### src/rtl/cfg_nv_pkg.sv
package cfg_nv_pkg;
    typedef enum logic [2:0] {
        OP_NONE  = 3'd0,
        OP_WRITE = 3'd1,
        OP_READ  = 3'd2,
        OP_SAVE  = 3'd3,
        OP_REST  = 3'd4
    } prog_op_e;

    typedef enum logic [1:0] {
        JOB_BOOT = 2'd0,
        JOB_SAVE = 2'd1,
        JOB_REST = 2'd2
    } nv_job_e;
endpackage

### src/rtl/cfg_scan_path.sv
module cfg_scan_path #(
    parameter int          CFG_W   = 96,
    parameter int          RSV_W   = 16,
    parameter logic [15:0] RSV_PAT = 16'h0000
) (
    input  logic             clk,
    input  logic             rst_n,
    input  logic             cap,
    input  logic             shift,
    input  logic             prog_sel,
    input  logic             tdi,
    input  logic [CFG_W-1:0] cfg_i,
    output logic             tdo,
    output logic [CFG_W-1:0] word_o
);
    localparam int CHAIN_W = CFG_W + RSV_W;

    typedef struct packed {
        logic [CHAIN_W-1:0] chain;
        logic               byp;
    } path_t;

    path_t st_d, st_q;

    always_comb begin
        st_d = st_q;
        if (prog_sel) begin
            if (cap)
                st_d.chain = {RSV_PAT[RSV_W-1:0], cfg_i};
            else if (shift)
                st_d.chain = {tdi, st_q.chain[CHAIN_W-1:1]};
        end else begin
            if (cap)
                st_d.byp = 1'b0;
            else if (shift)
                st_d.byp = tdi;
        end
    end

    always_ff @(posedge clk or negedge rst_n) begin
        if (!rst_n)
            st_q <= '0;
        else
            st_q <= st_d;
    end

    assign tdo    = prog_sel ? st_q.chain[0] : st_q.byp;
    assign word_o = st_q.chain[CFG_W-1:0];
endmodule

### src/rtl/cfg_nv_seq.sv
module cfg_nv_seq
    import cfg_nv_pkg::*;
#(
    parameter int               CFG_W       = 96,
    parameter int               SAVE_CYC    = 550900,
    parameter int               RESTORE_CYC = 12300,
    parameter int               BOOT_CYC    = 30000,
    parameter logic [CFG_W-1:0] NV_INIT     = '0
) (
    input  logic             clk,
    input  logic             rst_n,
    input  logic             start_save,
    input  logic             start_rest,
    input  logic             pd_n,
    input  logic [CFG_W-1:0] cfg_i,
    output logic             busy_o,
    output logic             load_o,
    output logic [CFG_W-1:0] nv_o
);
    localparam int MAX_AB = (SAVE_CYC > RESTORE_CYC) ? SAVE_CYC : RESTORE_CYC;
    localparam int MAX_C  = (MAX_AB > BOOT_CYC) ? MAX_AB : BOOT_CYC;
    localparam int CW     = $clog2(MAX_C + 1);

    typedef struct packed {
        logic             busy;
        nv_job_e          job;
        logic [CW-1:0]    cnt;
        logic [CFG_W-1:0] nv;
    } seq_t;

    seq_t st_d, st_q;
    logic load_d;

    always_comb begin
        st_d   = st_q;
        load_d = 1'b0;
        if (st_q.busy) begin
            if (st_q.cnt == '0) begin
                st_d.busy = 1'b0;
                case (st_q.job)
                    JOB_SAVE: st_d.nv = cfg_i;
                    JOB_REST: load_d  = 1'b1;
                    default:  load_d  = pd_n;
                endcase
            end else begin
                st_d.cnt = st_q.cnt - 1'b1;
            end
        end else if (start_save) begin
            st_d.busy = 1'b1;
            st_d.job  = JOB_SAVE;
            st_d.cnt  = CW'(SAVE_CYC - 1);
        end else if (start_rest) begin
            st_d.busy = 1'b1;
            st_d.job  = JOB_REST;
            st_d.cnt  = CW'(RESTORE_CYC - 1);
        end
    end

    always_ff @(posedge clk or negedge rst_n) begin
        if (!rst_n) begin
            st_q.busy <= 1'b1;
            st_q.job  <= JOB_BOOT;
            st_q.cnt  <= CW'(BOOT_CYC - 1);
            st_q.nv   <= NV_INIT;
        end else begin
            st_q <= st_d;
        end
    end

    assign busy_o = st_q.busy;
    assign load_o = load_d;
    assign nv_o   = st_q.nv;
endmodule

### src/rtl/cfg_scan_nv.sv
module cfg_scan_nv
    import cfg_nv_pkg::*;
#(
    parameter int               CFG_W       = 96,
    parameter int               RSV_W       = 16,
    parameter logic [15:0]      RSV_PAT     = 16'h0000,
    parameter int               PLL_BIT     = 57,
    parameter int               SAVE_CYC    = 550900,
    parameter int               RESTORE_CYC = 12300,
    parameter int               BOOT_CYC    = 30000,
    parameter logic [CFG_W-1:0] NV_INIT     = '0
) (
    input  logic             clk,
    input  logic             rst_n,
    input  logic             cap_dr,
    input  logic             shift_dr,
    input  logic             upd_dr,
    input  logic             upd_ir,
    input  logic             tdi,
    input  logic [2:0]       op_i,
    input  logic             pd_n,
    input  logic             pll_en_n,
    output logic             tdo,
    output logic [CFG_W-1:0] cfg,
    output logic             busy
);
    typedef struct packed {
        prog_op_e         op;
        logic [CFG_W-1:0] cfg;
    } top_t;

    top_t st_d, st_q;

    prog_op_e         op_in;
    logic             is_prog, gate_ok, start_save, start_rest;
    logic             prog_sel, rd_sel, nv_load;
    logic [CFG_W-1:0] chain_word, nv_word;

    always_comb begin
        op_in      = (op_i inside {3'd1, 3'd2, 3'd3, 3'd4}) ? prog_op_e'(op_i) : OP_NONE;
        is_prog    = (op_in != OP_NONE);
        gate_ok    = pd_n && !pll_en_n && !st_q.cfg[PLL_BIT];
        start_save = upd_ir && !busy && gate_ok && (op_in == OP_SAVE);
        start_rest = upd_ir && !busy && gate_ok && (op_in == OP_REST);
        prog_sel   = !busy && (st_q.op inside {OP_WRITE, OP_READ});
        rd_sel     = prog_sel && (st_q.op == OP_READ);

        st_d = st_q;
        if (upd_ir && !(is_prog && busy))
            st_d.op = op_in;
        if (nv_load)
            st_d.cfg = nv_word;
        else if (upd_dr && !busy && st_q.op == OP_WRITE)
            st_d.cfg = chain_word;
    end

    always_ff @(posedge clk or negedge rst_n) begin
        if (!rst_n) begin
            st_q.op  <= OP_NONE;
            st_q.cfg <= '0;
        end else begin
            st_q <= st_d;
        end
    end

    cfg_scan_path #(
        .CFG_W   (CFG_W),
        .RSV_W   (RSV_W),
        .RSV_PAT (RSV_PAT)
    ) u_path (
        .clk      (clk),
        .rst_n    (rst_n),
        .cap      (cap_dr),
        .shift    (shift_dr),
        .prog_sel (prog_sel),
        .tdi      (tdi),
        .cfg_i    (st_q.cfg),
        .tdo      (tdo),
        .word_o   (chain_word)
    );

    cfg_nv_seq #(
        .CFG_W       (CFG_W),
        .SAVE_CYC    (SAVE_CYC),
        .RESTORE_CYC (RESTORE_CYC),
        .BOOT_CYC    (BOOT_CYC),
        .NV_INIT     (NV_INIT)
    ) u_seq (
        .clk        (clk),
        .rst_n      (rst_n),
        .start_save (start_save),
        .start_rest (start_rest),
        .pd_n       (pd_n),
        .cfg_i      (st_q.cfg),
        .busy_o     (busy),
        .load_o     (nv_load),
        .nv_o       (nv_word)
    );

    assign cfg = st_q.cfg;
endmodule

### config.mk
export PLATFORM = sky130hd
export DESIGN_NAME = cfg_scan_nv
export DESIGN_NICKNAME = d
export VERILOG_FILES = /design/src/rtl/cfg_nv_pkg.sv /design/src/rtl/cfg_scan_path.sv /design/src/rtl/cfg_nv_seq.sv /design/src/rtl/cfg_scan_nv.sv
export SDC_FILE = /design/constraint.sdc
export NUM_CORES = 1
export LEC_CHECK = 0
export ABC_AREA = 1
export ABC_CLOCK_PERIOD_IN_PS = 1800
export BUFFER_PORTS_ARGS = -buffer_cell sky130_fd_sc_hd__buf_4
export CORE_ASPECT_RATIO = 1.2
export CORE_MARGIN = 2
export CORE_UTILIZATION = 45
export DETAILED_ROUTE_END_ITERATION = 16
export PLACE_DENSITY_LB_ADDON = 0.1
export RECOVER_POWER = 25
export SLEW_MARGIN = 20
export SYNTH_ARGS = -nofsm -noshare
export SYNTH_HDL_FRONTEND = slang
export SYNTH_SLANG_ARGS = --single-unit
### constraint.sdc
create_clock -name clk -period 1.8 [get_ports clk]
set_input_delay 0.18 -clock clk [delete_from_list [all_inputs] [get_ports clk]]
set_output_delay 0.18 -clock clk [all_outputs]
set_load 0.05 [all_outputs]
==> qor.txt, run 1 <==
status: finished, violations left
failing checks: negative setup slack
mean area per synthesized cell: 8.22 um2
Final Hold Vio Count: 0
share of post-route cells with drive strength above 1: 27.6%
post-synth top area share: 51.3%
total global routing overflow: 0
Pins Over Slew Limit: 0
crit-path max FO: 2
Comb pwr share: 2.7%
Clock Power Share: 48.9%
TritonCTS clock tree: done
worst setup margin: -192 ps
Worst VDD drop: 0.000543 V
CP endpoint kind: output pin
Hold Crit Class: in -> reg
max incr delay on CP: 410 ps
Crit-path slowest cell: dfrtp_1
vias in the first global route: 12437
Worst Setup Path Type: reg -> out
final WL: 44800 um
Gate Count Post-Synth: 1899
CP required: 1620 ps
critical path depth in cells: 5
worst slew pin tran: 1160 ps
initial antenna violation count: 0
Post-Syn Nets: 1915
clock skew: 9.96 ps
TritonCTS Buffers: 37
die area: 36200 um2
FP Rows: 74
RSZ-0062 raised after global routing: yes
Synth top cells by count: 506 x nand2_1, 320 x dfrtp_1, 316 x nand3_1
crit path time final: 1990 ps
CP cell instances: inv_2 > nand3_4 > a21oi_4 > mux2_4 > buf_8
CP Data Arrival Time: 1810 ps
worst reg2reg path depth: 10
Sequential Power Share: 48.4%
Switching Power: 3.43 mW
vias per cell: 5.33
R2R Path Start: u_seq.st_q[101]
YS warnings: 0
Starting Density: 45.8%
Nets: 1979
WL per Instance: 18.3 um
Max Buffers Root-to-Sink: 3
count leader, synth: nand2_1
dominant cells by area after synthesis: dfrtp_1 51%, nand2_1 12%, nand3_1 10%
Switching Fraction: 22.3%
sequential-to-total area share from yosys stat: 53.2%
Area Growth Syn to Fin: 28.9%
num ports: 110
Vert. Die Dim: 208 um
pwr dens: 764 nW/um2
FFs w/ async S/R, synth: 100%
first-pass GRT wire length: 65400 um
Final ANT Viol Nets: 0
largest net degree at the start of global routing: 123
drt initial violations: 926
Yosys reg bits: 331
fill count: 3113
Leakage: 9.51 nW
Cell Area, Synth: 15600 um2
EDFF count, synth: 0
clock sinks: 331
Rel. slew slack: 23.0%
Die Width: 174 um
gr usage total: 22.0%
Worst-path clk slew: 60 ps
final setup violation count: 76
Distinct cells, synth: 33
Top Family by Delay on Critical Path: flip-flops
Bufs and invs on worst path: 2
startpoint types: register
Core Area: 34100 um2
area leader, netlist: dfrtp_1
vias post-DR: 13052
setup TNS: -6770 ps
Ant. Diodes: 0
min-delay src: shift_dr
I/O Buffers: 109
total chip power: 15.4 mW
Max-cap violations: 0
clock latency on the worst-skew pair: 530 ps
hold depth: 3
root buffer cell: clkbuf_16
Fmax: 0.502 GHz
crit path launch: st_q[98]
DR pass1 iterations: 8
period utilization: 111%
Internal: 11.9 mW
top_reg_cell synth: dfrtp_1
Final HPWL DP: 24100 um
# H-tree levels: 2
drt drc: 0
RD Place Congestion: 0.882
[worst reg2reg max path: cells and delay by family, from the launching register on]
family	cells	cell delay, ps
flops	1	390
buf+inv	4	730
simple gates	5	690
compound gates	1	50
[per-layer routing]
layer / wire [um] / GRT usage, %
met1: 19700 / 30.5
met2: 21600 / 36.1
met3: 2160 / 3.53
met4: 1320 / 6.03
met5: 0 / 0
[cells by family (layout without fill, tap and decap cells)]
family	count (synthesis)	in the layout	synth area share, %
buf+inv	350	442	11.4
flops	331	331	53.2
compound gates	330	330	10.8
mux	1	1	0.0722
xor+xnor	4	4	0.225
fa+ha+maj	4	4	0.321
simple gates	879	879	24.0
[power by group through the flow]
stage               Clock, mW  Sequential [mW]  Combinational [mW]
finish                   7.52             7.45               0.410
global route             7.96             7.44               0.476
CTS                      7.68             7.45               0.432
detailed placement          0             7.58               0.418
global placement            0             7.58               0.417
floorplan                   0             7.58               0.157
[placed cells by master, fill, tap and decap left out, types with 3 or more instances in the layout]
| cell type | count |
|---|---|
| nand3_4 | 16 |
| clkinvlp_4 | 3 |
| o21ai_0 | 208 |
| nand2_4 | 23 |
| clkbuf_16 | 65 |
| nand2_1 | 451 |
| nor2_1 | 33 |
| nand3_2 | 111 |
| clkbuf_2 | 3 |
| dfstp_2 | 11 |
| nand3b_1 | 3 |
| dlygate4sd3_1 | 5 |
| dfrtp_1 | 320 |
| buf_16 | 10 |
| buf_12 | 19 |
| nand3_1 | 190 |
| nor2_4 | 3 |
| xor2_1 | 3 |
| inv_1 | 125 |
| o21ai_1 | 80 |
| nand4_1 | 3 |
| buf_6 | 19 |
| nand2_2 | 33 |
| clkinv_2 | 6 |
| buf_4 | 155 |
| o21ai_2 | 31 |
| nor2_2 | 8 |
| clkbuf_8 | 10 |
| a21oi_1 | 5 |
| clkbuf_1 | 9 |
| inv_2 | 5 |
[per-stage QoR]
stage	cells	hold slack (ps)	util [%]	area, um2	setup WS [ps]
3_3_place_gp	2325	105	48.9	16700	18.5
2_1_floorplan	1899	-116	-	15600	19.8
5_1_grt	2447	62.9	59.0	20100	-252
4_1_cts	2403	6.51	53.0	18100	-207
3_5_place_dp	2325	107	48.9	16700	-19.4
6_report	2447	20.9	59.0	20100	-192
[area by class of cell]
| cell class | instances | area [um2] | area share [%] |
|---|---|---|---|
| sequential | 331 | 8300 | 41.2 |
| multi-input combinational | 1218 | 6740 | 33.5 |
| clock buffer | 57 | 1140 | 5.68 |
| timing repair buffer | 241 | 2790 | 13.9 |
| inverter | 134 | 517 | 2.57 |
| clock inverter | 10 | 62.6 | 0.311 |
| tap | 456 | 571 | 2.84 |
[state kept, by name, summed over array words and instances, names as in the netlist]
| register | flops |
|---|---|
| st_q | 3 |
| u_seq.busy_o | 1 |
| u_path.word_o | 96 |
| u_path.st_q | 17 |
| u_seq.st_q | 22 |
| u_seq.nv_o | 96 |
| cfg | 96 |
[final timing paths]
path	to	slack, ps
max in group asynchronous	u_seq.st_q[98]	190
worst max-delay path	tdo	-190
worst min-delay path	u_path.st_q[0]	20
worst min register to register	u_path.st_q[110]	490
worst max register to register	u_seq.nv_o[18]	-160
min in group asynchronous	u_path.word_o[46]	430
[timing repair]
action | CTS | global route
endpoints found under the hold margin | 324 | 0
gates cloned | 1 | 32
buffers inserted | 5 | 13
endpoints found under the setup margin | 38 | 184
pin swaps | 5 | 65
hold buffers | 5 | 0
gates resized for setup | 13 | 331
Note: power is estimated with default switching activity, not from simulation.
==> run 2, diff against run 1 <==
ABC_AREA = not set   (was 1)
==> qor.txt, run 2 <==
status: finished, violations left (unchanged)
failing checks: negative setup slack (unchanged)
CP endpoint kind: register (was output pin)
post-synth top area share: 53.3% (was 51.3%)
Final ANT Viol Nets: 0 (unchanged)
Place WS: -797 ps (was -19.4 ps)
dominant cells by area after synthesis: dfrtp_1 53%, mux2_2 7.3%, mux2i_1 6.6% (was dfrtp_1 51%, nand2_1 12%, nand3_1 10%)
Final HPWL DP: 19800 um (was 24100 um)
Leakage: 10.2 nW (was 9.51 nW)
initial antenna violation count: 0 (unchanged)
clock skew: 17.1 ps (was 9.96 ps)
Max Buffers Root-to-Sink: 3 (unchanged)
Max-cap violations: 0 (unchanged)
CP cell instances: or4_4 > or4_4 > nor2_2 > nand3_4 > buf_12 > mux2_2 (was inv_2 > nand3_4 > a21oi_4 > mux2_4 > buf_8)
worst slew pin tran: 1440 ps (was 1160 ps)
Vert. Die Dim: 204 um (was 208 um)
WL per Instance: 21.1 um (was 18.3 um)
top_reg_cell synth: dfrtp_1 (unchanged)
crit-path max FO: 54 (was 2)
commonest non-fill, non-tap cells in the layout: 320 x dfrtp_1, 178 x buf_4, 99 x mux2i_1, 98 x a21o_1 (was 451 x nand2_1, 320 x dfrtp_1, 208 x o21ai_0, 190 x nand3_1, 155 x buf_4)
drt initial violations: 648 (was 926)
CP most frequent cell: or4_4
num ports: 110 (unchanged)
Fmax: 0.412 GHz (was 0.502 GHz)
Rel. slew slack: 3.80% (was 23.0%)
Top Family by Delay on Critical Path: simple AND/OR/NAND/NOR gates (was flip-flops)
TritonCTS clock tree: done (unchanged)
YS warnings: 0 (unchanged)
setup TNS: -137490 ps (was -6770 ps)
Die Width: 171 um (was 174 um)
Internal: 13.1 mW (was 11.9 mW)
DR pass1 iterations: 5 (was 8)
gr usage total: 20.5% (was 22.0%)
Synth top cells by count: 320 x dfrtp_1, 147 x nand2_1, 112 x o21ai_0 (was 506 x nand2_1, 320 x dfrtp_1, 316 x nand3_1)
Post-Syn Nets: 1310 (was 1915)
Layout Utilization: 59.7% (was 59.0%)
root buffer cell: clkbuf_16 (unchanged)
pwr dens: 865 nW/um2 (was 764 nW/um2)
total global routing overflow: 0 (unchanged)
crit path time final: 2430 ps (was 1990 ps)
vias post-DR: 10500 (was 13052)
Switching Fraction: 22.9% (was 22.3%)
Bufs and invs on worst path: 1 (was 2)
clock latency on the worst-skew pair: 530 ps (about the same)
Starting Density: 45.6% (was 45.8%)
RD Place Congestion: 0.761 (was 0.882)
Yosys reg bits: 331 (unchanged)
first-pass GRT wire length: 56800 um (was 65400 um)
Crit-path slowest cell: or4_4 (was dfrtp_1)
TritonCTS Buffers: 37 (unchanged)
Final Hold Vio Count: 0 (unchanged)
vias per cell: 5.53 (was 5.33)
Switching Power: 3.90 mW (was 3.43 mW)
max incr delay on CP: 540 ps (was 410 ps)
count leader, synth: dfrtp_1 (was nand2_1)
area leader, netlist: dfrtp_1 (unchanged)
commonest non-fill, non-tap cell in the layout: dfrtp_1 (was nand2_1)
clock sinks: 331 (unchanged)
sequential-to-total area share from yosys stat: 55.2% (was 53.2%)
Placed Area: 16300 um2 (was 16700 um2)
mean area per synthesized cell: 11.6 um2 (was 8.22 um2)
Sequential Power Share: 45.8% (was 48.4%)
period utilization: 135% (was 111%)
FP Rows: 73 (was 74)
share of post-route cells with drive strength above 1: 42.4% (was 27.6%)
drt drc: 0 (unchanged)
total chip power: 17.0 mW (was 15.4 mW)
RSZ-0062 raised after global routing: yes (unchanged)
I/O Buffers: 109 (unchanged)
FFs w/ async S/R, synth: 100% (unchanged)
final WL: 40100 um (was 44800 um)
Worst-path clk slew: 60 ps (about the same)
Gate Count Post-Synth: 1294 (was 1899)
CP required: 2210 ps (was 1620 ps)
largest net degree at the start of global routing: 71 (was 123)
Core Area: 33000 um2 (was 34100 um2)
Comb pwr share: 8.2% (was 2.7%)
Ant. Diodes: 0 (unchanged)
worst setup margin: -627 ps (was -192 ps)
Distinct cells, synth: 46 (was 33)
die area: 34900 um2 (was 36200 um2)
Cell Area, Synth: 15000 um2 (was 15600 um2)
# H-tree levels: 2 (unchanged)
vias in the first global route: 10310 (was 12437)
Clock Power Share: 46.0% (was 48.9%)
Nets: 1437 (was 1979)
final setup violation count: 326 (was 76)
Placed Instances: 1766 (was 2325)
fin cells: 1900 (was 2447)
Pins Over Slew Limit: 0 (unchanged)
CP Data Arrival Time: 2830 ps (was 1810 ps)
Hold WS: 30.9 ps (was 20.9 ps)
Worst VDD drop: 0.000577 V (was 0.000543 V)
design area: 19700 um2 (was 20100 um2)
startpoint types: register (unchanged)
Hold Crit Class: in -> reg (unchanged)
Worst Setup Path Type: reg -> reg (was reg -> out)
Area Growth Syn to Fin: 31.0% (was 28.9%)
EDFF count, synth: 0 (unchanged)
[run 2: timing repair]
item / 4_1_cts / 5_1_grt
pin swaps: 38 / 133
hold buffers: 4 / 0
gates resized for setup: 24 / 355
hold endpoints to repair: 118 / 0
cloned: 11 / 34
setup endpoints to repair: 322 / 326
setup buffers: 4 / 14
[run 2: path summary, 6_finish.rpt]
path	startpoint	endpoint	slack [ps]	cells after the start
worst max-delay path	u_seq.st_q[113]	u_seq.nv_o[54]	-630	6
worst min-delay path	op_i[2]	u_seq.st_q[116]	30	3
worst max register to register	u_seq.st_q[113]	u_seq.nv_o[54]	-630	6
worst min register to register	u_path.st_q[112]	u_path.st_q[112]	460	2
max in group asynchronous	rst_n	u_seq.st_q[109]	140	3
min in group asynchronous	rst_n	cfg[18]	520	2
[run 2: layer usage]
layer  up-vias  global-route usage, %  part of all wire [%]
li1       4807                      -                     -
met1      5452                   26.9                    43
met2       189                   34.8                    51
met3        52                   3.72                   4.1
met4         0                   5.49                   1.9
met5         -                      0                     0
[run 2: cells by family (layout without fill, tap and decap cells)]
family | Yosys count | count (layout) | share of synthesized area, %
AO/OA/AOI/OAI | 349 | 349 | 16.3
XOR/XNOR | 2 | 2 | 0.117
adder cells (fa/ha/maj) | 4 | 4 | 0.333
buffers and inverters | 190 | 345 | 7.30
flip-flops | 331 | 331 | 55.2
multiplexers | 196 | 196 | 13.9
AND/OR/NAND/NOR | 222 | 223 | 6.89
[run 2: final cells by class]
cell class                      instances  area (um2)
Tap cell                              450         563
Multi-Input combinational cell        774        6450
Clock buffer                           57        1160
Inverter                                9        33.8
Fill cell                            2607       13300
Clock inverter                         11         111
Timing Repair Buffer                  268        3060
Sequential cell                       331        8300
[run 2: power groups by stage]
stage | combinational, mW | clock, mW | sequential (mW)
global route | 1.56 | 8.33 | 7.82
floorplan | 0.573 | 0 | 7.96
CTS | 1.36 | 8.00 | 7.80
detailed placement | 1.34 | 0 | 7.93
global placement | 1.31 | 0 | 7.93
finish | 1.40 | 7.82 | 7.80
[run 2: tightest hold or removal path, delay by kind of cell]
kind	cells	cell delay (ps)
AOI/OAI and AO/OA	1	100
buffers and inverters	2	220
==> run 3, diff against run 2 <==
CORE_ASPECT_RATIO = not set   (was 1.2)
SYNTH_HIERARCHICAL = 1   (was not set)
==> qor.txt, run 3 <==
area of the multi-input gates: 6620 um2 (was 6450 um2)
largest family of logic cells by synthesized area: buffers and inverters (was compound AO/OA/AOI/OAI gates)
Rel. slew slack: 9.85% (was 3.80%)
Top Family by Delay on Critical Path: simple AND/OR/NAND/NOR gates (unchanged)
CP Data Arrival Time: 3120 ps (was 2830 ps)
Hold WS: 135 ps (was 30.9 ps)
Die Width: 199 um (was 171 um)
clock sinks: 331 (unchanged)
worst reg2reg path depth: 9 (was 6)
first-pass GRT wire length: 64400 um (was 56800 um)
Yosys reg bits: 331 (unchanged)
vias per cell: 5.58 (was 5.53)
crit path launch: u_seq/st_q[106] (was u_seq.st_q[113])
min-delay src: shift_dr (was op_i[2])
period utilization: 151% (was 135%)
vias in the first global route: 11513 (was 10310)
CP cell instances: or4_4 > or3_4 > nor3_2 > nand2_1 > nor4_4 > buf_4 > buf_6 > mux2_4 > mux2_2 (was or4_4 > or4_4 > nor2_2 > nand3_4 > buf_12 > mux2_2)
FFs w/ async S/R, synth: 100% (unchanged)
r2r endpoint: cfg[95] (was u_seq.nv_o[54])
Ant. Diodes: 0 (unchanged)
hold depth: 3 (unchanged)
worst slew pin tran: 1350 ps (was 1440 ps)
YS warnings: 6 (was 0)
Leakage: 8.96 nW (was 10.2 nW)
Final ANT Viol Nets: 0 (unchanged)
crit path time final: 2710 ps (was 2430 ps)
Synth top cells by count: 320 x dfrtp_1, 305 x buf_4, 291 x nor3_1 (was 320 x dfrtp_1, 147 x nand2_1, 112 x o21ai_0)
Final HPWL DP: 24400 um (was 19800 um)
worst setup margin: -909 ps (was -627 ps)
Hold Crit Class: in -> reg (unchanged)
Worst-path clk slew: 60 ps (about the same)
gr usage total: 20.3% (was 20.5%)
count leader, synth: dfrtp_1 (unchanged)
Placed Area: 17700 um2 (was 16300 um2)
Final Hold Vio Count: 0 (unchanged)
clock skew: 16.3 ps (was 17.1 ps)
pwr dens: 822 nW/um2 (was 865 nW/um2)
RD Place Congestion: 0.774 (was 0.761)
commonest non-fill, non-tap cells in the layout: 320 x dfrtp_1, 289 x nor3_1, 197 x buf_4, 100 x mux2_4, 95 x o22ai_1 (was 320 x dfrtp_1, 178 x buf_4, 99 x mux2i_1, 98 x a21o_1)
critical path depth in cells: 9 (was 6)
TritonCTS clock tree: done (unchanged)
drt initial violations: 672 (was 648)
final WL: 41800 um (was 40100 um)
Area Growth Syn to Fin: 16.3% (was 31.0%)
WL per Instance: 20.2 um (was 21.1 um)
TritonCTS Buffers: 39 (was 37)
Max Buffers Root-to-Sink: 3 (unchanged)
EDFF count, synth: 0 (unchanged)
R2R Path Start: u_seq/st_q[106] (was u_seq.st_q[113])
Pins Over Slew Limit: 0 (unchanged)
status: finished, violations left (unchanged)
die area: 39700 um2 (was 34900 um2)
Crit-path slowest cell: or4_4 (unchanged)
post-synth top area share: 46.6% (was 53.3%)
Synth Area in Adders: 0.291% (was 0.333%)
final setup violation count: 235 (was 326)
area leader, netlist: dfrtp_1 (unchanged)
Cell Area, Synth: 17200 um2 (was 15000 um2)
Fmax: 0.369 GHz (was 0.412 GHz)
share of post-route cells with drive strength above 1: 33.2% (was 42.4%)
sequential-to-total area share from yosys stat: 48.3% (was 55.2%)
XOR/XNOR share of the synthesized area: 0.204% (was 0.117%)
I/O Buffers: 109 (unchanged)
Post-Synth Simple-Gate Area: 15.1% (was 6.89%)
dominant cells by area after synthesis: dfrtp_1 47%, buf_4 13%, nor3_1 8.5% (was dfrtp_1 53%, mux2_2 7.3%, mux2i_1 6.6%)
Vert. Die Dim: 199 um (was 204 um)
failing checks: negative setup slack (unchanged)
crit-path max FO: 5 (was 54)
design area: 20000 um2 (was 19700 um2)
vias post-DR: 11555 (was 10500)
multiplexer share of the synthesized area: 6.85% (was 13.9%)
Distinct cells, synth: 59 (was 46)
Nets: 1546 (was 1437)
top_reg_cell synth: dfrtp_1 (unchanged)
CP required: 2210 ps (about the same)
Starting Density: 45.6% (about the same)
Worst Setup Path Type: reg -> reg (unchanged)
CP endpoint kind: register (unchanged)
mean area per synthesized cell: 10.7 um2 (was 11.6 um2)
Bufs and invs on worst path: 2 (was 1)
fill count: 3322 (was 2607)
FP Rows: 71 (was 73)
root buffer cell: clkbuf_16 (unchanged)
num ports: 110 (unchanged)
FF-to-FF setup slack: -910 ps (was -630 ps)
max incr delay on CP: 530 ps (was 540 ps)
# H-tree levels: 2 (unchanged)
clock latency on the worst-skew pair: 540 ps (was 530 ps)
compound-cell area share of the yosys netlist: 12.5% (was 16.3%)
initial antenna violation count: 1 (was 0)
DR pass1 iterations: 4 (was 5)
Hold Path Sink: u_path/word_o[2] (was u_seq.st_q[116])
total global routing overflow: 0 (unchanged)
startpoint types: register (unchanged)
Post-Syn Nets: 1623 (was 1310)
commonest non-fill, non-tap cell in the layout: dfrtp_1 (unchanged)
Core Area: 37700 um2 (was 33000 um2)
RSZ-0062 raised after global routing: yes (unchanged)
Max-cap violations: 0 (unchanged)
Worst VDD drop: 0.000620 V (was 0.000577 V)
largest net degree at the start of global routing: 86 (was 71)
Gate Count Post-Synth: 1607 (was 1294)
register area: 8300 um2 (about the same)
drt drc: 0 (unchanged)
run 3: cell count changes after synthesis, sizes merged, moves of 78 or more:
| cell | previous run | this run |
|---|---|---|
| nor3 | 4 | 292 |
| buf | 120 | 368 |
| nand2 | 147 | 33 |
| a21o | 98 | 2 |
| a22o | 96 | 0 |
| mux2i | 99 | 4 |
| nand2b | 1 | 95 |
| o221a | 1 | 95 |
| o22ai | 2 | 95 |
| o21ai | 112 | 34 |
run 3: cell type report:
cell class	count	share of cell area, %
flip-flops and latches	331	41.5
repair buffers	284	15.1
well taps	511	3.20
inverters	12	0.232
multi-input cells	862	33.1
clock buffers	60	5.94
clock inverters	12	0.889
run 3: worst max-delay path by stage:
stage | slack (ps) | to
3_3_place_gp | -880 | cfg[95]
6_report | -910 | cfg[95]
2_1_floorplan | -850 | cfg[81]
3_5_place_dp | -920 | cfg[95]
5_1_grt | -1010 | cfg[95]
4_1_cts | -870 | cfg[95]
run 3: worst reg2reg max path, delay by kind of cell, from the launching register on:
kind / cells / cell delay, ps
buffers and inverters: 2 / 300
DFF: 1 / 360
muxes: 2 / 570
and+or+nand+nor: 5 / 1380
run 3: cells by family (layout without fill, tap and decap cells):
| group | Yosys count | in the layout |
|---|---|---|
| muxes | 105 | 105 |
| and+or+nand+nor | 483 | 483 |
| AOI/OAI and AO/OA | 265 | 266 |
| buffers and inverters | 415 | 368 |
| DFF | 331 | 331 |
| xor gates and xnor gates | 4 | 4 |
| adders and majority gates | 4 | 4 |
run 3: what timing repair did:
| item | CTS | global route |
|---|---|---|
| endpoints found under the setup margin | 216 | 240 |
| hold buffers | 8 | 0 |
| gates resized for setup | 9 | 41 |
| gates cloned | 1 | 20 |
| pin swaps | 2 | 13 |
| endpoints found under the hold margin | 250 | 0 |
| setup buffers | 2 | 19 |
run 3: per-stage QoR:
stage | setup slack (ps) | util [%] | cells | power (mW) | TNS (ps)
2_1_floorplan | -853 | - | 1607 | 7.86 | -132350
3_3_place_gp | -879 | 46.9 | 1951 | 8.18 | -145160
3_5_place_dp | -922 | 46.9 | 1951 | 8.19 | -149110
4_1_cts | -870 | 51.0 | 2034 | 16.7 | -139770
5_1_grt | -1010 | 53.1 | 2072 | 17.0 | -199060
6_report | -909 | 53.1 | 2072 | 16.4 | -159680
run 3: layer usage:
layer	vias to the layer above	wire (um)	global-route usage, %
met2	213	19300	32.0
li1	5417	-	-
met3	46	1560	2.99
met1	5879	20300	29.4
met4	0	697	5.05
met5	-	0	0
run 3: power by group:
group | internal (mW) | leakage, nW | switching (mW)
clock | 5.14 | 0.672 | 3.21
combinational | 0.194 | 3.76 | 0.404
sequential | 7.47 | 4.53 | 0.0195
total | 12.8 | 8.96 | 3.63
